`src/rtl/amp_seq_pkg.sv`:
```
`timescale 1ns/1ps
package amp_seq_pkg;
  typedef enum logic {
    DRV_OFF    = 1'b0,
    DRV_NORMAL = 1'b1
  } drv_mode_e;

  localparam int unsigned SETTLE_MAX = 127;
endpackage

```
`src/rtl/us_tick_gen.sv`:
```
`timescale 1ns/1ps
module us_tick_gen #(
  parameter int unsigned TB_W = 8
) (
  input  logic            clk,
  input  logic            rst_n,
  input  logic            en,
  input  logic [TB_W-1:0] timebase,
  output logic            tick
);
  logic [TB_W-1:0] cnt_q;

  assign tick = en && (cnt_q >= timebase);

  always_ff @(posedge clk or negedge rst_n) begin
    if (!rst_n) begin
      cnt_q <= '0;
    end else if (!en || tick) begin
      cnt_q <= '0;
    end else begin
      cnt_q <= cnt_q + 1'b1;
    end
  end
endmodule

```
`src/rtl/amp_power_ctl.sv`:
```
`timescale 1ns/1ps
module amp_power_ctl (
  input  logic clk,
  input  logic rst_n,
  input  logic periph_en,
  input  logic always_on,
  input  logic event_en,
  input  logic ev_enable,
  input  logic ev_disable,
  output logic amp_on,
  output logic start
);
  logic ev_state_q;
  logic on_d_q;
  logic ev_live;

  assign ev_live = !always_on && event_en;
  assign amp_on  = periph_en && (always_on || ev_state_q);
  assign start   = amp_on && !on_d_q;

  always_ff @(posedge clk or negedge rst_n) begin
    if (!rst_n) begin
      ev_state_q <= 1'b0;
      on_d_q     <= 1'b0;
    end else begin
      on_d_q <= amp_on;
      if (!periph_en) begin
        ev_state_q <= 1'b0;
      end else if (ev_live) begin
        if (ev_disable) begin
          ev_state_q <= 1'b0;
        end else if (ev_enable) begin
          ev_state_q <= 1'b1;
        end
      end
    end
  end
endmodule

```
`src/rtl/settle_timer.sv`:
```
`timescale 1ns/1ps
module settle_timer #(
  parameter int unsigned SW = 7
) (
  input  logic          clk,
  input  logic          rst_n,
  input  logic          on,
  input  logic          start,
  input  logic          tick,
  input  logic [SW-1:0] settle_len,
  output logic          settled,
  output logic          ready
);
  logic [SW-1:0] remain_q;
  logic          run_q;
  logic          done_q;
  logic          rdy_q;
  logic          zero_len;

  assign zero_len = (settle_len == '0);
  assign settled  = done_q && on;
  assign ready    = rdy_q && on;

  always_ff @(posedge clk or negedge rst_n) begin
    if (!rst_n) begin
      remain_q <= '0;
      run_q    <= 1'b0;
      done_q   <= 1'b0;
      rdy_q    <= 1'b0;
    end else if (!on) begin
      run_q  <= 1'b0;
      done_q <= 1'b0;
      rdy_q  <= 1'b0;
    end else if (start) begin
      remain_q <= settle_len;
      run_q    <= !zero_len;
      done_q   <= zero_len;
      rdy_q    <= zero_len;
    end else begin
      rdy_q <= 1'b0;
      if (run_q && tick) begin
        if (remain_q <= 1) begin
          run_q  <= 1'b0;
          done_q <= 1'b1;
          rdy_q  <= 1'b1;
        end else begin
          remain_q <= remain_q - 1'b1;
        end
      end
    end
  end
endmodule

```
`src/rtl/amp_settle_seq.sv`:
```
`timescale 1ns/1ps
module amp_settle_seq
  import amp_seq_pkg::*;
#(
  parameter int unsigned N    = 3,
  parameter int unsigned TB_W = 8,
  parameter int unsigned SW   = 7
) (
  input  logic            clk,
  input  logic            rst_n,
  input  logic            periph_en,
  input  logic [TB_W-1:0] timebase,
  input  logic [N*SW-1:0] settle_time,
  input  logic [N-1:0]    always_on,
  input  logic [N-1:0]    event_en,
  input  logic [N-1:0]    out_normal,
  input  logic [N-1:0]    ev_enable,
  input  logic [N-1:0]    ev_disable,
  input  logic [N-1:0]    ev_drive,
  output logic [N-1:0]    amp_on,
  output logic [N-1:0]    drive_en,
  output logic [N-1:0]    settled,
  output logic [N-1:0]    ready_ev
);
  logic us_tick;

  us_tick_gen #(.TB_W(TB_W)) u_tick (
    .clk      (clk),
    .rst_n    (rst_n),
    .en       (periph_en),
    .timebase (timebase),
    .tick     (us_tick)
  );

  for (genvar i = 0; i < N; i++) begin : g_amp
    logic      start_i;
    drv_mode_e mode_i;

    assign mode_i = drv_mode_e'(out_normal[i]);

    amp_power_ctl u_pwr (
      .clk        (clk),
      .rst_n      (rst_n),
      .periph_en  (periph_en),
      .always_on  (always_on[i]),
      .event_en   (event_en[i]),
      .ev_enable  (ev_enable[i]),
      .ev_disable (ev_disable[i]),
      .amp_on     (amp_on[i]),
      .start      (start_i)
    );

    settle_timer #(.SW(SW)) u_settle (
      .clk        (clk),
      .rst_n      (rst_n),
      .on         (amp_on[i]),
      .start      (start_i),
      .tick       (us_tick),
      .settle_len (settle_time[i*SW +: SW]),
      .settled    (settled[i]),
      .ready      (ready_ev[i])
    );

    always_comb begin
      drive_en[i] = 1'b0;
      if (amp_on[i]) begin
        drive_en[i] = (mode_i == DRV_NORMAL) || ev_drive[i];
      end
    end
  end
endmodule

```
`config.mk`:
```
export PLATFORM = sky130hd
export DESIGN_NAME = amp_settle_seq
export DESIGN_NICKNAME = d
export VERILOG_FILES = /design/src/rtl/amp_seq_pkg.sv /design/src/rtl/us_tick_gen.sv /design/src/rtl/amp_power_ctl.sv /design/src/rtl/settle_timer.sv /design/src/rtl/amp_settle_seq.sv
export SDC_FILE = /design/constraint.sdc
export NUM_CORES = 1
export LEC_CHECK = 0
export BUFFER_PORTS_ARGS = -buffer_cell sky130_fd_sc_hd__buf_2
export CORE_ASPECT_RATIO = 0.7
export CORE_UTILIZATION = 55
export CTS_CLUSTER_SIZE = 28
export DETAILED_ROUTE_END_ITERATION = 7
export PLACE_DENSITY = 0.81
export REMOVE_ABC_BUFFERS = 1
export SYNTH_ARGS = -nofsm -noshare
export SYNTH_HDL_FRONTEND = slang
export SYNTH_SLANG_ARGS = --single-unit
```
`constraint.sdc`:
```
create_clock -name clk -period 3 [get_ports clk]
set_clock_uncertainty 0.05 [all_clocks]
set_input_delay 0.45 -clock clk [delete_from_list [all_inputs] [get_ports clk]]
set_output_delay 0.45 -clock clk [all_outputs]
set_load 0.05 [all_outputs]
```
Word level (Yosys, flattened, before mapping)
Index checks and enable logic that the tools add are counted.
Storage, ports and cells
  register bits after elaboration: 44
  input bits: 50
  output and inout port bits: 12
Operators by class
  $add $sub $neg: 4
  order comparisons: 4
  equal/unequal tests: 15
  mux-type cells: 61
  reductions and logical operators: 51
Operators with widths (number)
  7-bit 2-to-1 mux: 9
  1-bit 2-to-1 mux: 51
  7-bit by 1-bit less-or-equal comparator with 1-bit output (second input constant): 3
  7-bit logical NOT: 3
  7-bit by 1-bit subtractor with 7-bit output (second input constant): 3
  1-bit logical AND: 19
  3-bit by 2-bit != test with 1-bit output (second input constant): 6
  2-bit AND reduction: 6
  1-bit logical NOT: 10
  3-bit by 1-bit != test with 1-bit output (second input constant): 3
  3-bit AND reduction: 3
  8-bit by 1-bit adder with 8-bit output (second input constant): 1
  8-bit greater-or-equal comparator: 1
  8-bit 2-to-1 mux: 1
  1-bit logical OR: 7
  2-bit by 1-bit != test with 1-bit output (second input constant): 3
  2-bit != test (second input constant): 3
  2-bit nonzero test: 3

Longest topological paths before layout
Gate-level depths: netlist (run 1).
  depth after elaboration: 6
  depth in mapped cells: 9

Cells and area by module
A second synthesis (run 1) with hierarchy kept.
Second synthesis, totals
  cell total of the unflattened synthesis: 326
  area, all modules: 2920.3 um^2
By module, submodules not included
  settle_timer: instances 3, cells an instance 81, area an instance 681.9 um^2, sequential area each 250.2 um^2
  us_tick_gen: instances 1, cells an instance 59, area an instance 578.1 um^2, sequential area each 200.2 um^2
  amp_power_ctl: instances 3, cells an instance 7, area an instance 91.3 um^2, sequential area each 50.0 um^2
  amp_settle_seq: instances 1, cells an instance 3, area an instance 22.5 um^2, sequential area each 0.0 um^2

Worst setup path before layout (run 1)
OpenSTA, ideal clock, no wires.
  path kind: input -> register
  start: in timebase[0]
  end: reg g_amp[2].u_settle.remain_q[2]
  setup time: 0.137 ns
  data arrival time: 2.091 ns
  data required time: 2.813 ns
  path slack: 0.722 ns
  stages: 8
  path buffers: 1
  cells stage by stage: ha_1 > nand2b_1 > a2111o_1 > a311o_1 > buf_6 > nand4_1 > xor2_1 > a21oi_1
Between the ends
  cells in the longest elaborated chain, start to end: 5
Ends and longest elaborated chain
  from (decl): RTL line amp_settle_seq.sv:12  | input logic [TB_W-1:0] timebase,
  8-bit greater-or-equal comparator: RTL line us_tick_gen.sv:13  | assign tick = en && (cnt_q >= timebase);
  1-bit logical AND: RTL line us_tick_gen.sv:13
  1-bit logical AND: RTL line settle_timer.sv:41  | if (run_q && tick) begin
  2-bit nonzero test (no source line)
  3-bit AND reduction (no source line)
  to (signal assigned): RTL line settle_timer.sv:35  | remain_q <= settle_len;
  to (signal assigned): RTL line settle_timer.sv:47  | remain_q <= remain_q - 1'b1;
  to (decl): RTL line settle_timer.sv:14  | logic [SW-1:0] remain_q;
No other way between the ends.
A chain may end at the register's enable or synchronous reset.

Worst setup path in the final report (run 1)
  start: reg u_tick.cnt_q[0]
  end: reg u_tick.cnt_q[6]
Between the ends
  cells in the longest elaborated chain, start to end: 4
  elaborated cells between the ends (all ways): 5
  those cells by class: add/sub (1); order compare (1); mux (1); reduce/logical (2)
Ends and longest elaborated chain
  from (decl): RTL line us_tick_gen.sv:11  | logic [TB_W-1:0] cnt_q;
  from (signal assigned): RTL line us_tick_gen.sv:21  | cnt_q <= cnt_q + 1'b1;
  8-bit greater-or-equal comparator: RTL line us_tick_gen.sv:13
  1-bit logical AND: RTL line us_tick_gen.sv:13
  1-bit logical OR: RTL line us_tick_gen.sv:18  | end else if (!en || tick) begin
  8-bit 2-to-1 mux *: RTL line us_tick_gen.sv:18
Every way passes the cells marked *; elsewhere a longest branch is shown, timed or not.

==> reports/results.txt, run 1 <==
status: finished clean
Die Y: 62.1 µm
CP Capture Type: flip-flop
Final Cycle Share: 0.872
final setup TNS: 0 ns
post-CTS setup buffer count: 0
Final Wtd Congestion: 0.885
cell count after placement: 431
Clk network pwr share: 0.301
Hold Fails Final Rpt: 0
Port Buffers: 61
Final #Nets: 434
Sequential Power Share: 0.493
VDD IR-drop max: 0.304 mV
combinational power share: 0.206
Area contributors post-synth: dfrtp_1, ha_1, nor2_1, inv_1, a31oi_1
max-capacitance violation count: 0
Sw Pwr: 447 µW
CTS tree: yes
# H-tree levels: 2
Most common cell on crit path: nand2_1
final-layout fill cell count: 415
Post-synth EDFFs: 0
clock tree buffer depth: 2
Synth top area share: 0.388
sequential share of the synthesized area: 0.388
Syn. warnings: 0
Pint: 1020 µW
CTS sink count: 44
Post-Synthesis Cells: 319
root buf cell: clkbuf_8
CP arrival: 2.80 ns
number of global-route vias before repair: 2215
die area: 5450 µm²
Std-Cell Rows: 21
post_cts resized: 0
most frequent cells in the layout: buf_2, dfrtp_1, nor2_1, inv_1, nand3_1
min cycle time layout: 2.62 ns
Mapped Area: 2840 µm²
Startpoint Class: flip-flop
WL final: 6.37 mm
count of cell types in the netlist: 49
worst skew pair latency: 0.30 ns
top cell type by total area after synthesis: dfrtp_1
Critical Path RT: 3.18 ns
CP cell instances: inv_1, ha_1, nand2b_1, a2111o_1, a311o_1, nand2_1, nand2_1, nor2_1
switch share: 0.305
Placeable Area: 4860 µm²
RSZ-0062 raised after global routing: false
layout cells sized above 1: 0.228
Top delay family on crit path: compound AO/OA/AOI/OAI gates
utilization after layout: 0.660
final worst-path setup slack: 0.383 ns
Die W: 87.8 µm
CTS Buf Count: 5
P_leak: 0.00149 µW
Vias: 2505
Syn Area/Cell: 8.89 µm²
Slowest cell on crit path: a311o_1
async set-reset flop share out of synthesis: 1.00
post-route ant nets: 0
pwr dens: 456 nW/µm²
DRC Markers: 0
n_diodes: 0
non-filler cells, final: 437
Worst-Margin Slew: 0.971 ns
pre-CTS WS: 0.336 ns
initial antenna violation count: 0
hold crit path type: in -> async
# IOs: 62
WL/cell: 14.6 µm
first-pass GRT wire length: 10.4 mm
Vias/cell: 5.73
Setup CP Type: reg -> reg
DRT Pass-1 Iters: 4
CP peak stage delay: 0.48 ns
synthesis-stage register bit count: 44
Max Transition Viols Final: 0
CP Max Fanout: 11
largest net degree at the start of global routing: 45
overall power: 1460 µW
Reg clk slew, reported paths: 0.09 ns
max_slew headroom: 0.352
GR Overflow Total: 0
initial DRC count: 129
hold_buf cts: 0
Final setup violation count: 0
ys flop type: dfrtp_1
P&R area growth vs syn: 13.2%
fmax: 382 MHz
sum of buffers and inverters on the critical path: 1
commonest non-fill, non-tap cell in the layout: buf_2
Initial Utilization: 0.584
detailed-placement wirelength estimate: 4.69 mm
GRT Util Overall: 0.254
==> logic make-up after synthesis <==
| group | after synthesis | share of synthesized area |
|---|---|---|
| AOI/OAI and AO/OA | 64 | 0.166 |
| DFF | 44 | 0.388 |
| muxes | 1 | 0.00353 |
| adders and majority gates | 15 | 0.0662 |
| and+or+nand+nor | 136 | 0.258 |
| buffers and inverters | 47 | 0.0807 |
| xor gates and xnor gates | 12 | 0.0371 |
==> stage by stage <==
step / instance area, µm² / hold slack (ns)
floorplan: 2710 / 0.104
global placement: 3110 / 0.478
detailed placement: 3110 / 0.491
CTS: 3210 / 0.270
global route: 3210 / 0.312
finish: 3210 / 0.241
==> synthesized netlist by cell type (5+ instances only) <==
cell type / n
inv_1: 28
or2_2: 6
a311oi_1: 6
clkbuf_1: 6
nor2_1: 41
or3_1: 10
dfrtp_1: 44
nand4_1: 9
nand3_1: 17
nand2_1: 13
o21ai_0: 8
a31oi_1: 15
nand2b_1: 5
ha_1: 15
xor2_1: 9
nor3_1: 8
a21oi_1: 10
buf_4: 12
==> final cells by class <==
class / count / area [µm²] / share of cell area
multi-input combinational: 228 / 1510 / 0.469
clock buffer: 5 / 68.8 / 0.0214
tap: 69 / 86.3 / 0.0269
sequential: 44 / 1100 / 0.343
inverter: 28 / 105 / 0.0327
timing repair buffer: 62 / 313 / 0.0974
clock inverter: 1 / 30.0 / 0.00935
==> path summary, 6_finish.rpt <==
path	slack, ns	cells after the start	endpoint	startpoint
min in group clk	0.29	2	g_amp[0].u_pwr.ev_state_q	ev_disable[0]
worst max-delay path	0.38	8	u_tick.cnt_q[6]	u_tick.cnt_q[0]
max in group asynchronous	2.04	1	g_amp[2].u_settle.remain_q[5]	rst_n
worst min-delay path	0.24	1	g_amp[0].u_settle.remain_q[4]	rst_n
worst min register to register	0.50	1	g_amp[1].u_settle.done_q	g_amp[1].u_pwr.on_d_q
worst max register to register	0.38	8	u_tick.cnt_q[6]	u_tick.cnt_q[0]
==> sequential cells by signal, summed over array words and instances (netlist names) <==
name,count
g_amp.u_pwr.ev_state_q,3
g_amp.u_pwr.on_d_q,3
g_amp.u_settle.done_q,3
g_amp.u_settle.rdy_q,3
g_amp.u_settle.remain_q,21
g_amp.u_settle.run_q,3
u_tick.cnt_q,8
==> power groups by stage <==
stage | Sequential (µW) | Combinational [µW] | Clock, µW
final | 722 | 302 | 441
after global routing | 732 | 343 | 467
after CTS | 721 | 303 | 446
after detailed placement | 732 | 301 | 0
after global placement | 729 | 289 | 0
after floorplan | 715 | 203 | 0
==> metal layers <==
metal / track usage / vias up / share of wire
li1: - / 1236 / -
met1: 0.365 / 1191 / 0.49
met2: 0.392 / 72 / 0.44
met3: 0.0502 / 6 / 0.055
met4: 0.0820 / 0 / 0.011
met5: 0 / - / 0
Note: power is estimated with default switching activity, not from simulation.
==> run 2: changes to the inputs <==
--- a/config.mk
+++ b/config.mk
@@ -11,7 +11,6 @@
 export CTS_CLUSTER_SIZE = 28
 export DETAILED_ROUTE_END_ITERATION = 7
 export PLACE_DENSITY = 0.81
-export REMOVE_ABC_BUFFERS = 1
 export SYNTH_ARGS = -nofsm -noshare
 export SYNTH_HDL_FRONTEND = slang
 export SYNTH_SLANG_ARGS = --single-unit
==> constraint.sdc (replaced) <==
create_clock -name clk -period 3 [get_ports clk]
set_clock_uncertainty 0.05 [all_clocks]
set_input_delay 0.45 -clock clk [delete_from_list [all_inputs] [get_ports clk]]
set_output_delay 0.45 -clock clk [all_outputs]
set_load 0.01 [all_outputs]
==> run 2 against run 1 <==
Against the previous run: non-clock buffer count unchanged; power down 0.62%; die area unchanged; cell count up 0.46%; cell area up 0.27%; critical endpoint unchanged; largest cell class unchanged; largest power group unchanged; highest routed layer unchanged.
==> reports/results.txt, run 2 (same netlist as run 1, synthesis figures left out) <==
gr busiest metal: met2
VDD IR-drop max: 0.206 mV (-32%)
layout cells sized above 1: 0.230 (+0.00147)
worst skew pair latency: 0.30 ns (about the same)
Reg clk slew, reported paths: 0.09 ns (about the same)
Critical Path RT: 3.17 ns (about the same)
final setup TNS: 0 ns (unchanged)
Vias/cell: 5.67 (-1.1%)
Startpoint Class: flip-flop
reg-to-reg slack, setup: 0.35 ns (-0.04 ns)
number of global-route vias before repair: 2249 (+1.5%)
min cycle time layout: 2.65 ns (+0.0351 ns)
clock tree buffer depth: 2 (unchanged)
Most flops, register: g_amp.u_settle.remain_q
cell count after placement: 431 (unchanged)
# IOs: 62 (unchanged)
post_cts resized: 0 (unchanged)
first-pass GRT wire length: 10.3 mm (-0.67%)
Final setup violation count: 0 (unchanged)
DRT Pass-1 Iters: 4 (unchanged)
Reg area: 1100 µm² (unchanged)
CP arrival: 2.83 ns (+0.03 ns)
CTS Buf Count: 5 (unchanged)
GR Overflow Total: 0 (unchanged)
reg2reg path depth: 8 (unchanged)
CTS sink count: 44 (unchanged)
Std-Cell Rows: 21 (unchanged)
CTS tree: yes
Worst-Margin Slew: 0.982 ns (+0.0110 ns)
max_slew headroom: 0.345 (-0.00733)
largest net degree at the start of global routing: 45 (unchanged)
WL final: 6.25 mm (-2.0%)
Die W: 87.8 µm (unchanged)
GRT Util Overall: 0.248 (-0.00635)
Port Buffers: 61 (unchanged)
Final Cycle Share: 0.884 (+0.0117)
fmax: 377 MHz (-1.3%)
hold_buf cts: 0 (unchanged)
n_diodes: 0 (unchanged)
Setup CP Type: reg -> reg
most frequent cells in the layout: buf_2, dfrtp_1, nor2_1, inv_1, nand3_1
Hold Fails Final Rpt: 0 (unchanged)
initial antenna violation count: 0 (unchanged)
Max Transition Viols Final: 0 (unchanged)
CP Capture Type: flip-flop
Initial Utilization: 0.584 (unchanged)
commonest non-fill, non-tap cell in the layout: buf_2
R2R Path End: u_tick.cnt_q[6]
final worst-path setup slack: 0.348 ns (-0.0351 ns)
die area: 5450 µm² (unchanged)
pwr dens: 452 nW/µm² (-0.89%)
Final Wtd Congestion: 0.845 (-4.5%)
fin area: 3220 µm² (+0.27%)
R2R Path Start: u_tick.cnt_q[0]
hold crit path type: in -> async
P_leak: 0.00150 µW (+0.34%)
max-capacitance violation count: 0 (unchanged)
pre-CTS WS: 0.321 ns (-0.0149 ns)
Placeable Area: 4860 µm² (unchanged)
post-place instance area: 3110 µm² (unchanged)
Final #Nets: 434 (unchanged)
P&R area growth vs syn: 13.5%
GR Util met1: 0.356 (-0.00890)
post-route ant nets: 0 (unchanged)
max FFs per register: 21 (unchanged)
# H-tree levels: 2 (unchanged)
GR Layer Usage met3: 0.0634 (+0.0132)
routing usage on met2: 0.370 (-0.0221)
Largest regs: g_amp.u_settle.remain_q x21, u_tick.cnt_q x8
CP Max Fanout: 11 (unchanged)
status: finished clean
DRC Markers: 0 (unchanged)
post-CTS setup buffer count: 0 (unchanged)
detailed-placement wirelength estimate: 4.69 mm (about the same)
root buf cell: clkbuf_8
Vias: 2490 (-0.60%)
RSZ-0062 raised after global routing: false
Die Y: 62.1 µm (unchanged)
non-filler cells, final: 439 (+0.46%)
syn_nets: 384
WL/cell: 14.2 µm (-2.4%)
Hold WS: 0.255 ns (+0.0137 ns)
area of the multi-input gates: 1510 µm² (unchanged)
final-layout fill cell count: 391 (-5.8%)
initial DRC count: 117 (-9.3%)
==> run 2: cell types whose count changed in the layout (fill, tap and decap cells not counted), sizes merged <==
cell | previous run | this run
clkbuf | 5 | 6
clkinv | 0 | 1
==> run 2: worst max-delay path, stage by stage (launching register included) <==
cell and delay [ns]:
dfrtp_1 0.45, inv_1 0.07, ha_1 0.26, nand2b_1 0.14
a2111o_1 0.40, a311o_1 0.47, nand2_1 0.33, nand2_1 0.24
nor2_1 0.16
==> run 2: final cells by class <==
class,count,area share
Inverter,28,0.0326
Tap cell,69,0.0268
Clock inverter,2,0.0109
Clock buffer,6,0.0225
Timing Repair Buffer,62,0.0972
Sequential cell,44,0.342
Multi-Input combinational cell,228,0.468
==> run 2: worst max path at each step <==
stage	startpoint	end	slack (ns)	depth (start not counted)
final	u_tick.cnt_q[0]	u_tick.cnt_q[6]	0.35	8
after floorplan	timebase[0]	g_amp[2].u_settle.remain_q[2]	0.72	8
after global placement	timebase[7]	g_amp[0].u_settle.remain_q[4]	0.40	9
after detailed placement	timebase[0]	g_amp[2].u_settle.remain_q[4]	0.32	8
after global routing	u_tick.cnt_q[0]	u_tick.cnt_q[3]	0.15	8
after CTS	u_tick.cnt_q[0]	u_tick.cnt_q[2]	0.37	8
==> run 2: per-layer routing <==
layer  up-vias  routed length (µm)
met5         -                   0
met4         0                  34
met3         6                 348
met2        79                2760
met1      1174                3110
li1       1231                   -
==> run 2: report_power, final <==
| part | total, µW | internal [µW] | switching [µW] |
|---|---|---|---|
| clock network | 448 | 247 | 200 |
| logic | 284 | 124 | 160 |
| registers | 724 | 655 | 69.2 |
| total | 1460 | 1030 | 430 |
==> run 2: through the flow <==
step | power, µW | util
6_report | 1460 | 0.662
5_1_grt | 1540 | 0.662
4_1_cts | 1460 | 0.662
3_5_place_dp | 1020 | 0.640
3_3_place_gp | 1000 | 0.640
2_1_floorplan | 911 | -
==> run 3: changes to the inputs <==
--- a/config.mk
+++ b/config.mk
@@ -7,10 +7,11 @@
 export LEC_CHECK = 0
 export BUFFER_PORTS_ARGS = -buffer_cell sky130_fd_sc_hd__buf_2
 export CORE_ASPECT_RATIO = 0.7
-export CORE_UTILIZATION = 55
+export CORE_UTILIZATION = 56
+export CTS_BUF_LIST = sky130_fd_sc_hd__clkbuf_8
 export CTS_CLUSTER_SIZE = 28
 export DETAILED_ROUTE_END_ITERATION = 7
-export PLACE_DENSITY = 0.81
+export PLACE_DENSITY = 0.82
 export SYNTH_ARGS = -nofsm -noshare
 export SYNTH_HDL_FRONTEND = slang
 export SYNTH_SLANG_ARGS = --single-unit
==> run 3 against run 2 <==
Against the previous run: routed wire length grew 5.1%; power shrank 5.5%; critical path type unchanged; non-clock buffer count is the same; register-to-register slack gained 0.12 ns; highest routed layer unchanged; largest power group unchanged; sequential cell count is the same; critical endpoint is now u_tick.cnt_q[5]; combinational power is essentially flat; die area shrank 1.7%.
==> reports/results.txt, run 3 (same netlist as run 1, synthesis figures left out) <==
status: finished clean
layout cells sized above 1: 0.230 (+0.000623)
P_leak: 0.00148 µW (-1.0%)
post-CTS setup buffer count: 0 (unchanged)
hold_buf cts: 0 (unchanged)
max_slew headroom: 0.350 (+0.00530)
max-capacitance violation count: 0 (unchanged)
Startpoint Class: flip-flop
die area: 5360 µm² (-1.7%)
commonest non-fill, non-tap cell in the layout: buf_2
Worst-Margin Slew: 0.974 ns (-0.00796 ns)
CTS Buf Count: 5 (unchanged)
Slowest cell on crit path: dfrtp_1
Critical Path RT: 3.19 ns (+0.02 ns)
Final setup violation count: 0 (unchanged)
hold crit path type: in -> async
initial antenna violation count: 0 (unchanged)
Die W: 87.1 µm (-0.88%)
root buf cell: clkbuf_8
pwr dens: 431 nW/µm² (-4.8%)
max FFs per register: 21 (unchanged)
first-pass GRT wire length: 10.4 mm (+1.3%)
Reg clk slew, reported paths: 0.09 ns (about the same)
WL/cell: 15.0 µm (+5.4%)
Vias: 2563 (+2.9%)
final setup TNS: 0 ns (unchanged)
most frequent cells in the layout: buf_2, dfrtp_1, nor2_1, inv_1, nand3_1
Max Transition Viols Final: 0 (unchanged)
number of global-route vias before repair: 2317 (+3.0%)
min cycle time layout: 2.53 ns (-0.120 ns)
Port Buffers: 61 (unchanged)
Largest regs: g_amp.u_settle.remain_q x21, u_tick.cnt_q x8
Most common cell on crit path: nand2_1
Final #Nets: 434 (unchanged)
CP arrival: 2.72 ns (-0.11 ns)
n_diodes: 0 (unchanged)
VDD IR-drop max: 0.310 mV (+50%)
WL final: 6.57 mm (+5.1%)
Final Wtd Congestion: 0.840 (-0.66%)
clock tree buffer depth: 2 (unchanged)
Placeable Area: 4830 µm² (-0.54%)
pre-CTS WS: 0.436 ns (+0.115 ns)
Die Y: 61.5 µm (-0.87%)
final worst-path setup slack: 0.467 ns (+0.120 ns)
Top delay family on crit path: simple AND/OR/NAND/NOR gates
fmax: 395 MHz (+4.7%)
Std-Cell Rows: 21 (unchanged)
DRT Pass-1 Iters: 4 (unchanged)
GR Overflow Total: 0 (unchanged)
RSZ-0062 raised after global routing: false
post_cts resized: 0 (unchanged)
detailed-placement wirelength estimate: 4.92 mm (+4.9%)
Setup CP Type: reg -> reg
DRC Markers: 0 (unchanged)
CP peak stage delay: 0.45 ns (-0.02 ns)
Final Cycle Share: 0.844 (-0.0399)
# IOs: 62 (unchanged)
CP Max Fanout: 11 (unchanged)
largest net degree at the start of global routing: 45 (unchanged)
sum of buffers and inverters on the critical path: 1 (unchanged)
initial DRC count: 129 (+10%)
syn_nets: 384 (unchanged)
CP cell instances: inv_1, ha_1, nand2b_1, a2111o_1, a311o_1, nand2_1, nand2_1, nor2_1
# H-tree levels: 2 (unchanged)
post-route ant nets: 0 (unchanged)
CP Capture Type: flip-flop
P&R area growth vs syn: 12.6%
Vias/cell: 5.85 (+3.2%)
CTS tree: yes
GRT Util Overall: 0.260 (+0.0126)
Initial Utilization: 0.587 (+0.00317)
Most flops, register: g_amp.u_settle.remain_q
worst skew pair latency: 0.31 ns (about the same)
CTS sink count: 44 (unchanged)
Hold Fails Final Rpt: 0 (unchanged)
[run 3: cell count changes in the layout (fill, tap and decap cells not counted), sizes merged]
cell      previous run  this run
bufinv               1         0
clkbuf               6         5
clkinvlp             0         1
[run 3: power breakdown]
group / switching [µW] / leakage, µW / internal [µW]
registers: 69.4 / 0.000548 / 655
logic: 162 / 0.000895 / 123
clock network: 207 / 0.0000400 / 158
total: 439 / 0.00148 / 936
[run 3: path summary, 6_finish.rpt]
path | from | end | slack (ns) | cells past startpoint
max | u_tick.cnt_q[0] | u_tick.cnt_q[5] | 0.47 | 8
min | rst_n | g_amp[0].u_settle.remain_q[4] | 0.25 | 1
max reg2reg | u_tick.cnt_q[0] | u_tick.cnt_q[5] | 0.47 | 8
min reg2reg | g_amp[2].u_settle.done_q | g_amp[2].u_settle.done_q | 0.50 | 2
max in group asynchronous | rst_n | g_amp[2].u_settle.remain_q[3] | 2.03 | 1
min in group clk | ev_disable[2] | g_amp[2].u_pwr.ev_state_q | 0.29 | 2
[run 3: layout make-up]
cell class                      instances  area (µm²)
Clock inverter                          2        12.5
Clock buffer                            5        68.8
Multi-Input combinational cell        228        1510
Sequential cell                        44        1100
Inverter                               28         105
Tap cell                               69        86.3
Timing Repair Buffer                   62         313
Fill cell                             432        1640
[run 3: routing by layer]
metal,track usage,share of wire,vias to the layer above
met5,0,0,-
met4,0.0786,0.016,0
met3,0.0523,0.066,11
met2,0.449,0.47,91
met1,0.339,0.45,1224
li1,-,-,1237
[run 3: worst register-to-register path: cells and delay by family, from the launching register on]
kind | cells | cell delay, ns
and+or+nand+nor | 4 | 0.86
buffers and inverters | 1 | 0.07
DFF | 1 | 0.45
AOI/OAI and AO/OA | 2 | 0.79
adders and majority gates | 1 | 0.26
[run 3: through the flow]
step / total power, µW / utilization / instances / area, µm² / hold slack, ns
after floorplan: 911 / - / 319 / 2840 / 0.104
after CTS: 1380 / 0.660 / 438 / 3190 / 0.282
after global routing: 1450 / 0.660 / 438 / 3190 / 0.280
final: 1370 / 0.660 / 438 / 3190 / 0.245
after global placement: 1000 / 0.644 / 431 / 3110 / 0.479
after detailed placement: 1020 / 0.644 / 431 / 3110 / 0.496
